===== config.mk =====
export PLATFORM = sky130hd
export DESIGN_NAME = wiper_nv_ctrl
export DESIGN_NICKNAME = d
export VERILOG_FILES = /design/src/rtl/wnv_pkg.sv /design/src/rtl/wnv_sync.sv /design/src/rtl/wnv_ctrl_fsm.sv /design/src/rtl/wnv_pos_ctr.sv /design/src/rtl/wnv_tap_dec.sv /design/src/rtl/wiper_nv_ctrl.sv
export SDC_FILE = /design/constraint.sdc
export NUM_CORES = 1
export LEC_CHECK = 0
export ABC_AREA = 1
export BUFFER_PORTS_ARGS = -buffer_cell sky130_fd_sc_hd__buf_2
export CAP_MARGIN = 10
export CORE_MARGIN = 5
export CORE_UTILIZATION = 55
export CTS_CLUSTER_DIAMETER = 40
export DETAILED_ROUTE_END_ITERATION = 10
export PLACE_DENSITY = 0.86
export SYNTH_ARGS = -nofsm -noshare
export SYNTH_HDL_FRONTEND = slang
export SYNTH_SLANG_ARGS = --single-unit

===== constraint.sdc =====
create_clock -name clk -period 2.9 [get_ports clk]
set_clock_uncertainty 0.15 [all_clocks]
set_input_delay 0.29 -clock clk [delete_from_list [all_inputs] [get_ports clk]]
set_output_delay 0.29 -clock clk [all_outputs]
set_load 0.05 [all_outputs]

===== src/rtl/wnv_pkg.sv =====
package wnv_pkg;

  typedef enum logic [1:0] {
    ST_STANDBY = 2'd0,
    ST_ACTIVE  = 2'd1,
    ST_STORING = 2'd2
  } wnv_state_e;

endpackage


===== src/rtl/wnv_sync.sv =====
// Two-stage synchroniser, one chain per bit, with per-bit reset value.
module wnv_sync #(
  parameter int          W       = 3,
  parameter logic [W-1:0] RST_VAL = '0
) (
  input  logic         clk,
  input  logic         rst_n,
  input  logic [W-1:0] d,
  output logic [W-1:0] q
);

  for (genvar b = 0; b < W; b++) begin : g_bit
    logic s1_q;
    logic s2_q;
    always_ff @(posedge clk or negedge rst_n) begin
      if (!rst_n) begin
        s1_q <= RST_VAL[b];
        s2_q <= RST_VAL[b];
      end else begin
        s1_q <= d[b];
        s2_q <= s1_q;
      end
    end
    assign q[b] = s2_q;
  end

endmodule


===== src/rtl/wnv_ctrl_fsm.sv =====
// Edge stage, select/store state machine, store timer and retained register.
module wnv_ctrl_fsm
  import wnv_pkg::*;
#(
  parameter int POS_W        = 7,
  parameter int STORE_CYCLES = 1000000,
  parameter int NV_INIT      = 50
) (
  input  logic             clk,
  input  logic             rst_n,
  input  logic             nv_blank_n,
  input  logic             cs_s,
  input  logic             inc_s,
  input  logic             up_s,
  input  logic [POS_W-1:0] pos,
  output logic             step_up,
  output logic             step_dn,
  output logic             busy,
  output logic             standby,
  output logic [POS_W-1:0] nv_pos
);

  localparam int TMR_W = $clog2(STORE_CYCLES + 1);
  localparam logic [TMR_W-1:0] TMR_LOAD = TMR_W'(STORE_CYCLES - 1);

  logic             cs_d_q, inc_d_q;
  wnv_state_e       state_q, state_d;
  logic [TMR_W-1:0] tmr_q, tmr_d;
  logic             tmr_en;
  logic             nv_en;
  logic [POS_W-1:0] nv_q;

  logic cs_fall, cs_rise, inc_fall, step;

  assign cs_fall  = cs_d_q & ~cs_s;
  assign cs_rise  = ~cs_d_q & cs_s;
  assign inc_fall = inc_d_q & ~inc_s;

  always_comb begin
    state_d = state_q;
    tmr_d   = tmr_q;
    tmr_en  = 1'b0;
    nv_en   = 1'b0;
    unique case (state_q)
      ST_STANDBY: begin
        if (cs_fall) state_d = ST_ACTIVE;
      end
      ST_ACTIVE: begin
        if (cs_rise) begin
          if (inc_s) begin
            state_d = ST_STORING;
            tmr_en  = 1'b1;
            tmr_d   = TMR_LOAD;
            nv_en   = 1'b1;
          end else begin
            state_d = ST_STANDBY;
          end
        end
      end
      ST_STORING: begin
        tmr_en = 1'b1;
        if (tmr_q == '0) state_d = ST_STANDBY;
        else             tmr_d   = tmr_q - 1'b1;
      end
      default: state_d = ST_STANDBY;
    endcase
  end

  assign step    = (state_q == ST_ACTIVE) & inc_fall & ~cs_s;
  assign step_up = step & up_s;
  assign step_dn = step & ~up_s;

  always_ff @(posedge clk or negedge rst_n) begin
    if (!rst_n) begin
      cs_d_q  <= 1'b1;
      inc_d_q <= 1'b1;
      state_q <= ST_STANDBY;
    end else begin
      cs_d_q  <= cs_s;
      inc_d_q <= inc_s;
      state_q <= state_d;
    end
  end

  always_ff @(posedge clk or negedge rst_n) begin
    if (!rst_n)      tmr_q <= '0;
    else if (tmr_en) tmr_q <= tmr_d;
  end

  always_ff @(posedge clk or negedge nv_blank_n) begin
    if (!nv_blank_n) nv_q <= POS_W'(NV_INIT);
    else if (nv_en)  nv_q <= pos;
  end

  assign busy    = (state_q == ST_STORING);
  assign standby = (state_q == ST_STANDBY);
  assign nv_pos  = nv_q;

endmodule


===== src/rtl/wnv_pos_ctr.sv =====
// Saturating up/down tap position counter with recall load.
module wnv_pos_ctr #(
  parameter int TAPS  = 100,
  parameter int POS_W = 7
) (
  input  logic             clk,
  input  logic             rst_n,
  input  logic             recall,
  input  logic [POS_W-1:0] nv_pos,
  input  logic             step_up,
  input  logic             step_dn,
  output logic [POS_W-1:0] pos
);

  localparam logic [POS_W-1:0] TOP = POS_W'(TAPS - 1);

  logic [POS_W-1:0] pos_q, pos_d;
  logic             pos_en;

  assign pos_en = recall | step_up | step_dn;

  always_comb begin
    pos_d = pos_q;
    if (recall)                          pos_d = nv_pos;
    else if (step_up && (pos_q != TOP))  pos_d = pos_q + 1'b1;
    else if (step_dn && (pos_q != '0))   pos_d = pos_q - 1'b1;
  end

  always_ff @(posedge clk or negedge rst_n) begin
    if (!rst_n)      pos_q <= '0;
    else if (pos_en) pos_q <= pos_d;
  end

  assign pos = pos_q;

endmodule


===== src/rtl/wnv_tap_dec.sv =====
// Binary position to one-hot tap select.
module wnv_tap_dec #(
  parameter int TAPS  = 100,
  parameter int POS_W = 7
) (
  input  logic [POS_W-1:0] pos,
  output logic [TAPS-1:0]  tap_sel
);

  for (genvar i = 0; i < TAPS; i++) begin : g_tap
    assign tap_sel[i] = (pos == POS_W'(i));
  end

endmodule


===== src/rtl/wiper_nv_ctrl.sv =====
module wiper_nv_ctrl #(
  parameter int TAPS         = 100,
  parameter int STORE_CYCLES = 1000000,
  parameter int NV_INIT      = 50,
  localparam int POS_W       = $clog2(TAPS)
) (
  input  logic             clk,
  input  logic             rst_n,
  input  logic             nv_blank_n,
  input  logic             recall,
  input  logic             cs_n,
  input  logic             inc_n,
  input  logic             up,
  output logic [POS_W-1:0] wiper_pos,
  output logic [TAPS-1:0]  tap_sel,
  output logic             busy,
  output logic             standby
);

  logic [2:0]       raw_in, sync_out;
  logic             cs_s, inc_s, up_s;
  logic             step_up, step_dn;
  logic [POS_W-1:0] nv_pos;

  assign raw_in = {cs_n, inc_n, up};
  assign {cs_s, inc_s, up_s} = sync_out;

  wnv_sync #(
    .W      (3),
    .RST_VAL(3'b110)
  ) u_sync (
    .clk  (clk),
    .rst_n(rst_n),
    .d    (raw_in),
    .q    (sync_out)
  );

  wnv_ctrl_fsm #(
    .POS_W       (POS_W),
    .STORE_CYCLES(STORE_CYCLES),
    .NV_INIT     (NV_INIT)
  ) u_fsm (
    .clk       (clk),
    .rst_n     (rst_n),
    .nv_blank_n(nv_blank_n),
    .cs_s      (cs_s),
    .inc_s     (inc_s),
    .up_s      (up_s),
    .pos       (wiper_pos),
    .step_up   (step_up),
    .step_dn   (step_dn),
    .busy      (busy),
    .standby   (standby),
    .nv_pos    (nv_pos)
  );

  wnv_pos_ctr #(
    .TAPS (TAPS),
    .POS_W(POS_W)
  ) u_ctr (
    .clk    (clk),
    .rst_n  (rst_n),
    .recall (recall),
    .nv_pos (nv_pos),
    .step_up(step_up),
    .step_dn(step_dn),
    .pos    (wiper_pos)
  );

  wnv_tap_dec #(
    .TAPS (TAPS),
    .POS_W(POS_W)
  ) u_dec (
    .pos    (wiper_pos),
    .tap_sel(tap_sel)
  );

endmodule


# Word-level counts from Yosys, hierarchy flattened

Cells that the tools add are included.

Add/subtract/negate cells: 3
$mul: 0
Div/mod/pow operators: 0
Order comparisons: 0
Eq/ne operators: 107
Shift operators: 0
Mux-type cells: 16
Bitwise logic cells: 13
Reductions and logical operators: 11

Operators with widths:

| kind                    | count |
|---|---|
| $eq A7 B7 Y1 const B    | 36 |
| $eq A7 B6 Y1 const B    | 32 |
| $eq A7 B5 Y1 const B    | 16 |
| $mux W20                | 3 |
| $eq A7 B4 Y1 const B    | 8 |
| $pmux W20 S2            | 1 |
| $eq A7 B3 Y1 const B    | 4 |
| $mux W7                 | 3 |
| $logic_not A20 Y1       | 1 |
| $sub A20 B1 Y20 const B | 1 |
| $eq A7 B2 Y1 const B    | 2 |
| $mux W2                 | 4 |
| $add A7 B1 Y7 const B   | 1 |
| $and A1 B1 Y1           | 7 |
| $eq A7 B1 Y1 const B    | 1 |
| $logic_not A7 Y1        | 1 |
| $ne A7 B7 Y1 const B    | 1 |
| $reduce_bool A7 Y1      | 1 |
| $sub A7 B1 Y7 const B   | 1 |
| $ne A2 B1 Y1 const B    | 3 |
| $pmux W2 S3             | 1 |
| $reduce_and A5 Y1       | 1 |
| $ne A2 B2 Y1 const B    | 2 |
| $not A1 Y1              | 4 |
| other kinds (11)        | 15 |

Bits in registers: 44
Bits in latches: 0
RAM bits: 0
ROM bits: 0
Output and inout port bits: 109
Logic and storage cells: 162
Memories: 0

# Longest topological paths before layout

Depth after elaboration: 9
Mapped depth: 12

# By module

A second synthesis with hierarchy kept.

Cells, all modules: 532
Area total of the unflattened synthesis: 3389.5 um2

Modules (own cells, without submodules):

| module       | instances | cells an instance | area an instance (um2) | sequential area each (um2) |
|---|---|---|---|---|
| wnv_ctrl_fsm | 1         | 276               | 1959.4                 | 782.0 |
| wnv_pos_ctr  | 1         | 101               | 678.2                  | 175.2 |
| wnv_tap_dec  | 1         | 146               | 574.3                  | 0.0 |
| wnv_sync     | 1         | 9                 | 177.7                  | 155.1 |

# Worst setup path before layout

Ideal clock, no wire load.

Kind: register to output
Start: register u_ctr.pos_q[5], in the netlist u_ctr.pos[5]
End: output port tap_sel[49]
Arrival time: 2.015 ns
Data required time: 2.460 ns
Setup slack: 0.445 ns
Stages on the path, launching flop included: 7
Path buffers: 2
Path through: dfrtp_1 buf_2 nand2_1 nor2_1 inv_1 buf_1 nor2_1

Word-level cells in the longest chain between the ends: 1

RTL lines:

| item                     | line                | RTL |
|---|---|---|
| start: declaration       | wnv_pos_ctr.sv:17   | `logic [POS_W-1:0] pos_q, pos_d;` |
| start signal: assignment | wnv_pos_ctr.sv:31   | `else if (pos_en) pos_q <= pos_d;` |
| $eq A7 B6 Y1             | wnv_tap_dec.sv:11   | `assign tap_sel[i] = (pos == POS_W'(i));` |
| end: declaration         | wiper_nv_ctrl.sv:15 | `output logic [TAPS-1:0] tap_sel,` |

Every way passes these cells.

# Final worst setup path

Start: register u_ctr.pos_q[0], in the netlist u_ctr.pos[0]
End: output port tap_sel[16]

Word-level cells in the longest chain between the ends: 1

RTL lines:

| item         | line |
|---|---|
| $eq A7 B5 Y1 | wnv_tap_dec.sv:11 |

Every way passes these cells.

==> results summary <==
Setup repair after global routing left no endpoint under its margin. The clock-pin slew of the registers on the worst-case setup and hold paths came out at roughly 0.090 ns. The largest area contributor in the netlist is dfrtp_1.

The iteration-0 DRC count of the detailed router came out at 277. By count the netlist is led by nand2_1 (154), nor2_1 (137), nand3_1 (68), inv_1 (44), dfrtp_1 (35). The maximum vdd ir drop is roughly 0.00056 V. For the worst flop-to-flop path, the logic depth is 10. The final design area excluding fillers is ~4200 um^2.

The routed via count is slightly below 4000. The clock reaches the later pin of the worst-skew pair after 0.30 ns. The average vias per placed instance came out at roughly 5.4. The final worst-path cycle share came out at about 88%. The cell area that synthesis handed to floorplanning was about 3400 um^2. The relative area change from synthesis to final layout came out at 21.1%. The wire length of the first global-routing pass came out at between 15000 and 20000 um. Dividing the detail-routed wire length by the instance count gives roughly 14 um. For this run, the number of Yosys warnings is 0. The global-route met2 utilization is a little under half.

The count of nets left with antenna violations once routing finished came out at 0. The total negative slack is 0 ns. The y dimension of the die is approximately 90 um. TritonCTS built the clock tree. The flow ran to the end, and the final reports show no timing, DRC or antenna violations. The leading cell type by number of instances after synthesis is nand2_1. The last weighted congestion value of the routability-driven placer came out at around 0.93. The most used routing layer in global routing is met2. The post-cts sizing count is 0. The worst-case headroom to the max-slew limit came out at between 40 and 50%. The final HPWL from detailed placement is 7660 um. The largest fanout on the critical path is 10. The I/O pin count came out at roughly 120. The met1 track utilization from global routing came out at around a third.

The total iterations of the first detailed-routing run came out at 6. The primary flip-flop cell chosen by synthesis mapping is dfrtp_1. The category of the worst setup path launch point is a flop. Along the worst hold path, the cell count comes to 4. 0 antenna diodes ended up in the layout. The count of buffers from port buffering is 115. The final wirelength came out at 10500 um.

The async set or reset register ratio after synthesis is 100%. The post-synth net total came out at around 560. The post-synthesis register bit count came out at 44. The root cell of the clock tree is clkbuf_8.

The per-instance average area after synthesis came out at ~6.3 um^2. The share of post-route cells with drive strength above 1 is 26.0%. The count of flip-flops with a built-in enable after synthesis came out at 0.

The number of buffers created by CTS is 5. The DRC violation count after routing came out at 0. The total routing resource utilization after global routing is between 20% and 30%. The met3 demand-to-capacity share in global routing came out at roughly 3.7%. The count of maximum capacitance violations is 0.

The floorplan step set the die width to between 80 and 90 um. Data on the critical path arrives at its endpoint at about 2.1 ns. Derived from the worst setup path, the maximum achievable clock frequency is between 0.3 and 0.4 GHz.

For this run the aggregate overflow at the end of global routing stands at 0. Data on the critical path is required at its endpoint by roughly 2.5 ns. The core region area came out at 5990 um^2. The path class of the tightest hold or removal check is primary input to flop. In this run, post-CTS hold repair placed 5 buffers. The actual slew at the worst max-slew pin is 0.857 ns. In this run the power density over the cells is ~870 nW/um^2. The number of clock sinks seen by CTS is 44.

In this run, distinct cell masters in the synthesized netlist total 32. The count of buffers added by post-CTS timing repair for setup is 0. The number of antenna violations at the first check in global routing is 0. The reported leakage power came out at ~0.0024 uW. The area share of the largest cell type after synthesis came out at between 20% and 30%.

The level count of the clock H-tree came out at 2. The pin count of the biggest net entering global routing came out at 38. The via count of the first global-routing pass is roughly 3600.

The final count of pins violating max slew is 0. The worst-case clock buffer depth is 2. The net count reported at finish is between 600 and 700. Yosys attributes the largest share of cell area to dfrtp_1 (25%), nand2_1 (17%), nor2_1 (15%), nand3_1 (9.9%), dfstp_2 (6.9%). The number of setup violations in the final report is 0. The minimum clock period after layout came out at between 2 and 3 ns. The final number of hold-violating endpoints is 0. The type of the setup path with the least slack is flop to output pin. After floorplanning, the core was divided into 28 placement rows. The initial core utilization came out at 57.5%. The die covers roughly 7900 um^2. STA classifies the critical path endpoint as an output pin. The synthesized instance count is between 500 and 600. The standard cell area after detailed placement came out at roughly 4000 um^2.

The portion of the post-synthesis area used by sequential elements came out at around a third.
-- placed cells by master (no fill, tap or decap), types with 5 or more instances in the layout --
cell           netlist  layout
buf_2                8     115
clkbuf_8             0       5
dfrtp_1             35      35
dfstp_2              9       9
dlygate4sd3_1        0       5
ha_1                10      10
inv_1               44      44
nand2_1            154     154
nand3_1             68      68
nand4_1              7       7
nor2_1             137     137
nor2_2               8       8
o21ai_0             12      12
or2_2               10      10
-- sequential cells by signal, summed over array words and instances, names as in the netlist --
name	flops
u_ctr.pos	7
u_fsm.cs_d_q	1
u_fsm.inc_d_q	1
u_fsm.nv_pos	7
u_fsm.state_q	2
u_fsm.tmr_q	20
u_sync.g_bit.s1_q	3
u_sync.g_bit.s2_q	3
-- path summary, 6_finish.rpt --
check	from	endpoint	slack, ns
worst max-delay path	u_ctr.pos[0]	tap_sel[16]	0.36
worst min-delay path	recall	u_ctr.pos[0]	0.16
worst max register to register	u_ctr.pos[0]	u_ctr.pos[6]	0.70
worst min register to register	u_sync.g_bit[1].s1_q	u_sync.g_bit[1].s2_q	0.21
max in group asynchronous	rst_n	u_ctr.pos[1]	1.58
min in group asynchronous	nv_blank_n	u_fsm.nv_pos[0]	0.20
-- area by class of cell --
| class | instances | area, um^2 |
|---|---|---|
| clock buffers | 5 | 68.8 |
| clock inverters | 3 | 42.5 |
| fillers | 520 | 1820 |
| inverters | 49 | 185 |
| multi-input cells | 434 | 2020 |
| flip-flops and latches | 44 | 1110 |
| well taps | 75 | 93.8 |
| repair buffers | 123 | 648 |
-- per-stage QoR --
step	setup WS [ns]	hold WS, ns	util, %	total power [uW]	std cells
floorplan	0.445	-0.156	-	2700	547
global placement	0.758	-0.0152	66.9	3050	720
detailed placement	0.730	-0.0130	66.9	3120	720
CTS	0.393	0.161	69.6	3610	733
global route	0.169	0.178	69.6	3920	733
finish	0.362	0.158	69.6	3630	733
-- power by group --
group / internal (uW) / leakage (uW) / switching (uW) / total, uW
sequential: 807 / 0.000545 / 248 / 1050
clock: 255 / 0.0000541 / 221 / 476
combinational: 580 / 0.00176 / 1520 / 2100
total: 1640 / 0.00236 / 1990 / 3630
-- metal layers --
metal | vias up | part of all wire, %
met5 | - | 0
met2 | 138 | 52
li1 | 1921 | -
met4 | 0 | 2.6
met1 | 1859 | 40
met3 | 27 | 4.7
-- worst max-delay path, stage by stage (launching register included) --
cell and delay [ns]:
dfrtp_1 0.50, clkinv_1 0.31, ha_1 0.36, inv_1 0.07, nor2_1 0.05, inv_1 0.18
nor2_1 0.07, buf_2 0.24
-- logic make-up after synthesis --
family                     share of synthesized area [%]
buffers and inverters                               9.04
DFF                                                 32.3
xor gates and xnor gates                            1.53
AOI/OAI and AO/OA                                   2.32
and+or+nand+nor                                     51.2
adders and majority gates                           3.63
Power figures use the tool's default switching activity.
